### config.mk
export PLATFORM = sky130hd
export DESIGN_NAME = blk_xfer_seq
export DESIGN_NICKNAME = d
export VERILOG_FILES = /design/src/rtl/blk_xfer_pkg.sv /design/src/rtl/bx_low_pick.sv /design/src/rtl/bx_pop_count.sv /design/src/rtl/bx_addr_plan.sv /design/src/rtl/blk_xfer_seq.sv
export SDC_FILE = /design/constraint.sdc
export NUM_CORES = 1
export LEC_CHECK = 0
export ABC_CLOCK_PERIOD_IN_PS = 2530
export CAP_MARGIN = 20
export CORE_UTILIZATION = 50
export CTS_CLUSTER_SIZE = 10
export DETAILED_ROUTE_END_ITERATION = 10
export GPL_ROUTABILITY_DRIVEN = 0
export PLACE_DENSITY_LB_ADDON = 0.05
export REMOVE_ABC_BUFFERS = 1
export SYNTH_ARGS = -nofsm -noshare
export SYNTH_HDL_FRONTEND = slang
export SYNTH_HIERARCHICAL = 1
export SYNTH_SLANG_ARGS = --single-unit
### constraint.sdc
create_clock -name clk -period 2.53 [get_ports clk]
set_input_delay 0.6325 -clock clk [delete_from_list [all_inputs] [get_ports clk]]
set_output_delay 0.6325 -clock clk [all_outputs]
set_load 0.03 [all_outputs]
### src/rtl/blk_xfer_pkg.sv
package blk_xfer_pkg;
   typedef enum logic [1:0] {
      SEQ_IDLE = 2'd0,
      SEQ_BEAT = 2'd1,
      SEQ_FIN  = 2'd2
   } seq_state_t;
endpackage

### src/rtl/bx_low_pick.sv
// Finds the lowest set bit of a vector and returns it as a one-hot mask and as an index.
module bx_low_pick #(
   parameter  int NREG = 16,
   localparam int IDXW = $clog2(NREG)
) (
   input  logic [NREG-1:0] vec,
   output logic [NREG-1:0] onehot,
   output logic [IDXW-1:0] idx,
   output logic            hit
);
   genvar gi;
   generate
      for (gi = 0; gi < NREG; gi++) begin : g_mask
         if (gi == 0) begin : g_first
            assign onehot[gi] = vec[gi];
         end else begin : g_rest
            assign onehot[gi] = vec[gi] & ~(|vec[gi-1:0]);
         end
      end
   endgenerate

   always_comb begin
      idx = '0;
      for (int i = 0; i < NREG; i++) begin
         if (onehot[i]) idx = idx | IDXW'(i);
      end
   end

   assign hit = |vec;
endmodule

### src/rtl/bx_pop_count.sv
// Counts the set bits of the register list.
module bx_pop_count #(
   parameter  int NREG = 16,
   localparam int CNTW = $clog2(NREG + 1)
) (
   input  logic [NREG-1:0] vec,
   output logic [CNTW-1:0] cnt
);
   always_comb begin
      cnt = '0;
      for (int i = 0; i < NREG; i++) begin
         cnt = cnt + CNTW'(vec[i]);
      end
   end
endmodule

### src/rtl/bx_addr_plan.sv
// Works out the first beat address and the final base value from the base, the word count and the mode bits.
module bx_addr_plan #(
   parameter  int NREG       = 16,
   parameter  int AW         = 32,
   parameter  int WORD_BYTES = 4,
   localparam int CNTW       = $clog2(NREG + 1),
   localparam int STEP_SH    = $clog2(WORD_BYTES)
) (
   input  logic [AW-1:0]   base,
   input  logic [CNTW-1:0] cnt,
   input  logic            up,
   input  logic            pre,
   output logic [AW-1:0]   first_addr,
   output logic [AW-1:0]   final_base
);
   localparam logic [AW-1:0] STEP = AW'(WORD_BYTES);
   logic [AW-1:0] span;
   logic [AW-1:0] low_end;

   assign span    = AW'(cnt) << STEP_SH;
   assign low_end = base - span;

   always_comb begin
      case ({up, pre})
         2'b10:   first_addr = base;
         2'b11:   first_addr = base + STEP;
         2'b00:   first_addr = low_end + STEP;
         default: first_addr = low_end;
      endcase
      final_base = up ? (base + span) : low_end;
   end
endmodule

### src/rtl/blk_xfer_seq.sv
module blk_xfer_seq
   import blk_xfer_pkg::*;
#(
   parameter  int NREG       = 16,
   parameter  int AW         = 32,
   parameter  int WORD_BYTES = 4,
   localparam int IDXW       = $clog2(NREG),
   localparam int CNTW       = $clog2(NREG + 1)
) (
   input  logic            clk,
   input  logic            rst_n,
   input  logic            start,
   input  logic [IDXW-1:0] base_idx,
   input  logic [NREG-1:0] reg_list,
   input  logic            up,
   input  logic            pre,
   input  logic            wb,
   input  logic            is_load,
   input  logic [AW-1:0]   base_val,
   input  logic            mem_ready,
   output logic            beat_valid,
   output logic [IDXW-1:0] beat_reg,
   output logic [AW-1:0]   beat_addr,
   output logic            beat_write,
   output logic            wb_en,
   output logic [AW-1:0]   wb_val,
   output logic            stall,
   output logic            done
);
   localparam logic [AW-1:0] STEP = AW'(WORD_BYTES);

   generate
      if (NREG < 2 || (1 << IDXW) != NREG) begin : g_bad_nreg
         $error("NREG must be a power of two of at least 2");
      end
      if (WORD_BYTES < 1 || (1 << $clog2(WORD_BYTES)) != WORD_BYTES) begin : g_bad_word
         $error("WORD_BYTES must be a power of two");
      end
      if (AW < 8) begin : g_bad_aw
         $error("AW too narrow");
      end
   endgenerate

   seq_state_t      state_q;
   logic [NREG-1:0] rem_q;
   logic [AW-1:0]   addr_q;
   logic [AW-1:0]   wb_val_q;
   logic            wb_plan_q;
   logic            load_q;

   logic [CNTW-1:0] list_cnt;
   logic [AW-1:0]   first_addr;
   logic [AW-1:0]   final_base;
   logic [NREG-1:0] pick_mask;
   logic [IDXW-1:0] pick_idx;
   logic            pick_hit;
   logic            accept;
   logic            last_beat;
   logic            base_in_list;

   bx_pop_count #(.NREG(NREG)) u_pop (
      .vec (reg_list),
      .cnt (list_cnt)
   );

   bx_addr_plan #(.NREG(NREG), .AW(AW), .WORD_BYTES(WORD_BYTES)) u_plan (
      .base       (base_val),
      .cnt        (list_cnt),
      .up         (up),
      .pre        (pre),
      .first_addr (first_addr),
      .final_base (final_base)
   );

   bx_low_pick #(.NREG(NREG)) u_pick (
      .vec    (rem_q),
      .onehot (pick_mask),
      .idx    (pick_idx),
      .hit    (pick_hit)
   );

   assign base_in_list = reg_list[base_idx];
   assign accept       = (state_q == SEQ_BEAT) && mem_ready && pick_hit;
   assign last_beat    = (rem_q & ~pick_mask) == '0;

   always_ff @(posedge clk or negedge rst_n) begin
      if (!rst_n) begin
         state_q   <= SEQ_IDLE;
         rem_q     <= '0;
         addr_q    <= '0;
         wb_val_q  <= '0;
         wb_plan_q <= 1'b0;
         load_q    <= 1'b0;
      end else begin
         case (state_q)
            SEQ_IDLE: begin
               if (start) begin
                  rem_q     <= reg_list;
                  addr_q    <= first_addr;
                  wb_val_q  <= final_base;
                  load_q    <= is_load;
                  wb_plan_q <= (list_cnt != '0) && (pre || wb) && !(is_load && base_in_list);
                  state_q   <= (reg_list == '0) ? SEQ_FIN : SEQ_BEAT;
               end
            end
            SEQ_BEAT: begin
               if (accept) begin
                  rem_q  <= rem_q & ~pick_mask;
                  addr_q <= addr_q + STEP;
                  if (last_beat) state_q <= SEQ_FIN;
               end
            end
            SEQ_FIN: begin
               state_q   <= SEQ_IDLE;
               wb_plan_q <= 1'b0;
            end
            default: state_q <= SEQ_IDLE;
         endcase
      end
   end

   assign beat_valid = (state_q == SEQ_BEAT);
   assign beat_reg   = pick_idx;
   assign beat_addr  = addr_q;
   assign beat_write = beat_valid && !load_q;
   assign done       = (state_q == SEQ_FIN);
   assign wb_en      = done && wb_plan_q;
   assign wb_val     = wb_val_q;
   assign stall      = (state_q != SEQ_IDLE);
endmodule

Word level (Yosys, flattened, before mapping):

Cells that the tools add are included.

* add/sub/neg operators: 20
* shifts and indexed selects: 0
* magnitude comparators: 1
* reduce and logical (&&, ||, !) cells: 37
* divide/modulo/power cells: 0
* mux-type cells: 32
* bitwise gates (word level): 32
* multiply operators: 0
* equal/unequal tests: 7

Operators by type and width (count)
* $add 32x3->32 const B: 3
* $mux 32: 3
* $pmux 32 s3: 1
* $add 5x1->5: 14
* $pmux 32 s2: 1
* $add 32x7->32: 1
* $logic_not 16->1: 2
* $mux 16: 2
* $mux 4: 8
* $pmux 16 s2: 1
* $sub 32x7->32: 1
* $and 16x16->16: 1
* $not 16->16: 1
* $reduce_or 16->1: 1
* $and 1x1->1: 15
* $not 1->1: 15
* $reduce_or 15->1: 1
* $reduce_or 14->1: 1
* $reduce_or 13->1: 1
* $mux 2: 6
* $mux 3: 4
* $reduce_or 12->1: 1
* $reduce_or 11->1: 1
* $reduce_or 10->1: 1
* other kinds (26): 43

* RAM bits: 0
* memories kept: 0
* ROM bits: 0
* output and inout bits: 73
* register bits: 84
* latch bits: 0

Longest topological paths before layout:

* depth after elaboration: 20
* mapped depth: 28

By module:

The synthesis kept the hierarchy.

By module, submodules not included
* blk_xfer_seq: area each 4261.6 um2, times used 1, sequential area each 2102.0 um2, cells an instance 477
* bx_addr_plan: area each 3514.6 um2, times used 1, sequential area each 0.0 um2, cells an instance 533
* bx_pop_count: area each 407.9 um2, times used 1, sequential area each 0.0 um2, cells an instance 47
* bx_low_pick: area each 316.6 um2, times used 1, sequential area each 0.0 um2, cells an instance 54

Worst setup path after synthesis:

Ideal clock, no wire load.

* path kind: in2reg
* start: input reg_list[11]
* end: register addr_q[23], in the netlist beat_addr[23]
* data arrival time: 6.653 ns
* slack: -4.273 ns
* cell stages on the path: 26
* data required time: 2.380 ns
* library setup time: 0.150 ns
* buffers on the path: 2
* cell sequence: inv_1 -> fa_1 -> fa_1 -> fa_1 -> fa_1 -> inv_1 -> ha_1 -> inv_1 -> fa_1 -> xnor2_1 -> inv_1 -> ha_1 -> buf_2 -> nor2_1 -> a211oi_1 -> buf_2 -> nor3_1 -> xnor2_1 -> nor4_2 -> nand4_2 -> nor4_1 -> xor2_1 -> o21ai_1 -> or3_1 -> o21ai_0 -> a311oi_1

* word-level cells in the longest chain between the ends: 10

RTL lines
* start: declaration: RTL line blk_xfer_seq.sv:14 `input logic [NREG-1:0] reg_list,`
* $add 5x1->5 (*) (5 in series): RTL line bx_pop_count.sv:12 `cnt = cnt + CNTW'(vec[i]);`
* net list_cnt[2]: RTL line blk_xfer_seq.sv:51 `logic [CNTW-1:0] list_cnt;`
* $sub 32x7->32 (*): RTL line bx_addr_plan.sv:21 `assign low_end = base - span;`
* $add 32x3->32: RTL line bx_addr_plan.sv:27 `2'b00: first_addr = low_end + STEP;`
* $pmux 32 s3 (*): RTL line bx_addr_plan.sv:24 `case ({up, pre})`
* net first_addr[23]: RTL line blk_xfer_seq.sv:52 `logic [AW-1:0] first_addr;`
* $mux 32 (*): RTL line blk_xfer_seq.sv:97 `if (start) begin`
* $pmux 32 s2 (*): RTL line blk_xfer_seq.sv:95 `case (state_q)`
* end signal: assignment: RTL line blk_xfer_seq.sv:99 `addr_q <= first_addr;`
* end signal: assignment: RTL line blk_xfer_seq.sv:109 `addr_q <= addr_q + STEP;`
* end: declaration: RTL line blk_xfer_seq.sv:46 `logic [AW-1:0] addr_q;`

Mark *: on every way through the listed nets, which the timed path passes. The rest lies on a longest branch. The select of a mux whose other input is x is not followed.
A chain may end at the register's enable or synchronous reset.

Final worst setup path:

* start: input reg_list[15]
* end: register addr_q[26], in the netlist beat_addr[26]

* word-level cells in the longest chain between the ends: 6

RTL lines (RTL line)
* $add 5x1->5 (*): bx_pop_count.sv:12
* net list_cnt[4]: blk_xfer_seq.sv:51
* $sub 32x7->32 (*): bx_addr_plan.sv:21
* $add 32x3->32: bx_addr_plan.sv:27
* $pmux 32 s3 (*): bx_addr_plan.sv:24
* net first_addr[26]: blk_xfer_seq.sv:52
* $mux 32 (*): blk_xfer_seq.sv:97
* $pmux 32 s2 (*): blk_xfer_seq.sv:95

Marks and branches as above.

==> impl_metrics.tcl <==
set metrics [dict create \
    p_per_area_nw_per_um2 1070 \
    cp.required_ns 2.77 \
    grt_pass1_vias 10300 \
    vias_per_cell 6.31 \
    hp-class "input port to async pin" \
    slew_viol_final 0 \
    route.vias.total 10800 \
    routedWlPerCell_um 21.0 \
    synthToLayoutAreaGrowth_pct 65.0 \
    finalPower_uw 15000 \
    final-hold-violation-count 0 \
    drtIter0Drc 1338 \
    max_freq_mhz 154 \
    period_needed_ns 6.48 \
    cp_max_fo 8 \
    clock_skew_ns 0.00960 \
    yosys_register_bits 84 \
    ant_nets 0 \
    core_um2 16600 \
    rrSetupSlack_ns -0.19 \
    cp.arrival_ns 6.72 \
    antenna_found_initial 0 \
    initial_core_util 0.513 \
    n_antenna_cell 0 \
    ys.flop_type "dfrtp_1" \
    hold_buffers 0 \
    post_dp_cell_area_um2 11700 \
    drtPass1Iterations 6 \
    track_usage 0.373 \
    grt_use_met1 0.471 \
    p_leak_uw 0.00608 \
    crit_end "beat_addr[26]$_DFFE_PN0P_" \
    numPortBuffers 132 \
    yosysUniqueCellTypes 83 \
    rsz0062_at_grt "true" \
    cts_buffers 9 \
    critPathKind "input port to flop" \
    ys_warn_count 6 \
    die_h_um 132 \
    layout-drive-gt1-share 0.395 \
    status "complete, but fails checks" \
    tightest_slew_ns 0.644 \
    async_reset_ff_frac 1.00 \
    postRouteWirelength_um 35900 \
    path_clk_slew_ns 0.07 \
    worstSetupEndpointType "flop" \
    dpl.hpwl_um 22300 \
    globalRoute.busiestLayer "met2" \
    met3_usage 0.0542 \
    placementRows 47 \
    setup_viol 66 \
    pin_count 133 \
    grt_pass1_wl_um 52000 \
    rr_worst_depth 11 \
    r2r-end "state_q[0]$_DFFE_PN0P_" \
    ir_worst_vdd_v 0.00151 \
    drt_drc_violations_left 0 \
    finalNetCount 1580 \
    clock_path_buffers 2 \
    cts_tree "done" \
    syn_area_um2 8500 \
    startpoint "reg_list[15]" \
    cts.sinks 84 \
    insertion_delay_ns 0.37 \
    ctsHtreeMaxLevel 3 \
    die_area_um2 17500 \
    design_area_um2 14000 \
    synth_edf_count 0 \
    grt_max_degree 50 \
    syn_avg_cell_area_um2 7.65 \
    netlist_instances 1111 \
    overflow 0 \
    layout_setup_ws_ns -3.95 \
    ctsRootBufferMaster "clkbuf_16" \
    violations "setup timing" \
    startpoint_type "input port" \
    post-route-period-util 2.56 \
    max_slew_margin 0.571 \
    max-cap-violations 0 \
    ys_seq_area_frac 0.247 \
    place_ws_ns -4.76 \
    regToRegStartpoint "rem_q[2]$_DFFE_PN0P_" \
    met2_usage 0.615 \
    die_w_um 132 \
]
## cells by family after synthesis
| kind of cell | share of synthesized area |
|---|---|
| mux | 0.0233 |
| simple gates | 0.307 |
| compound gates | 0.199 |
| flops | 0.247 |
| xor+xnor | 0.0976 |
| fa+ha+maj | 0.0577 |
| buf+inv | 0.0689 |
## worst min path at each step
stage / startpoint / endpoint / slack [ns] / depth (start not counted)
2_1_floorplan: rst_n / beat_addr[0]$_DFFE_PN0P_ / 0.34 / 0
6_report: rst_n / beat_addr[0]$_DFFE_PN0P_ / 0.23 / 1
5_1_grt: rst_n / wb_val[0]$_DFFE_PN0P_ / 0.28 / 1
3_3_place_gp: wb_val[29]$_DFFE_PN0P_ / wb_val[29]$_DFFE_PN0P_ / 0.46 / 2
4_1_cts: rst_n / beat_addr[0]$_DFFE_PN0P_ / 0.25 / 1
3_5_place_dp: wb_val[15]$_DFFE_PN0P_ / wb_val[15]$_DFFE_PN0P_ / 0.46 / 2
## flip-flops by register name, indices dropped and copies added, names as in the netlist
register,flops
load_q,1
rem_q,16
state_q,2
wb_plan_q,1
wb_val,32
beat_addr,32
## per-layer routing
layer,wire [µm],up-vias,share of wire
li1,-,4735,-
met1,13700,5171,0.38
met2,17300,716,0.48
met3,2980,191,0.083
met4,2020,0,0.056
met5,0,-,0
## critical path, stage by stage
cell and delay, ns:
buf_8 0.08, inv_4 0.03, fa_1 0.54, fa_1 0.45, fa_1 0.56, fa_1 0.43
inv_2 0.08, ha_4 0.13, inv_2 0.03, fa_2 0.34, nor2b_2 0.13, o21a_1 0.21
inv_2 0.07, ha_4 0.17, or4_4 0.50, or3_4 0.47, buf_6 0.15, nor3_4 0.23
nand4b_1 0.20, a21o_4 0.27, nand2b_4 0.21, nor4_4 0.16, xor2_1 0.22, o21ai_1 0.12
o22ai_1 0.23, a21oi_1 0.08
## stage by stage
stage	cells	hold slack, ns	TNS, ns	util
CTS	1683	0.251	-184.54	0.793
detailed placement	1642	0.462	-244.03	0.707
floorplan	1028	0.337	-266.16	-
global placement	1642	0.457	-240.14	0.707
finish	1713	0.234	-192.84	0.846
global route	1713	0.276	-201.70	0.846
## synth_stat cells (6+ instances only)
cell      number  area share
a21o_1         9      0.0079
a22o_1        17       0.018
or4_1          7      0.0062
nor3b_1        7      0.0062
buf_2         15      0.0088
nand2b_1      22       0.016
o22ai_1       19       0.014
nor3_1        33       0.019
and2_1        11      0.0081
a31oi_1        6      0.0044
o221ai_1       6      0.0062
xnor2_1       59       0.061
a211oi_1       7      0.0062
nor4_2         6      0.0088
dfrtp_1       84        0.25
or3_1         11      0.0081
nor4_1        25       0.018
ha_1          20       0.029
mux2i_1       13       0.015
a21oi_1       61       0.036
a311oi_1       6      0.0062
buf_4          6      0.0053
nor2_1        74       0.033
xor2_1        32       0.033
a22oi_1       15       0.013
and3_1        14       0.010
o21ai_0       61       0.036
clkbuf_1      53       0.023
fa_1          12       0.028
o21ai_1       12      0.0071
nand4_1       17       0.013
nand3_1       39       0.023
or2_2          6      0.0044
nor2b_1       10      0.0074
nand2_1      162       0.072
inv_1         53       0.023
## cell usage in the layout, fill, tap and decap left out, types with 17 or more instances in the layout
master,n
dfrtp_1,84
nor2_1,45
nand4_1,17
inv_2,17
o21ai_0,32
nand2_1,153
clkdlybuf4s50_1,115
nor3_1,19
xor2_1,31
inv_1,35
a22o_1,17
buf_6,52
xnor2_1,42
nand3_1,33
o22ai_1,18
a21oi_1,44
nor2_4,17
o21ai_1,28
buf_4,267
## report_power, final
part           leakage, µW  switching, µW  internal (µW)
sequential         0.00105            606           1920
combinational      0.00488           5870           5160
clock             0.000151            661            804
total              0.00608           7130           7880
## layout make-up
class | instances | area [µm²]
Multi-Input combinational cell | 890 | 7190
Timing Repair Buffer | 449 | 3940
Fill cell | 970 | 2560
Sequential cell | 84 | 2100
Tap cell | 220 | 275
Clock buffer | 10 | 239
Inverter | 54 | 205
Clock inverter | 6 | 71.3
## what timing repair did
| item | in CTS | in global routing |
|---|---|---|
| resized for setup | 266 | 144 |
| setup endpoints to repair | 67 | 71 |
| pin swaps | 108 | 115 |
| setup buffers | 26 | 37 |
No activity file was read; power rests on OpenSTA's default activity.
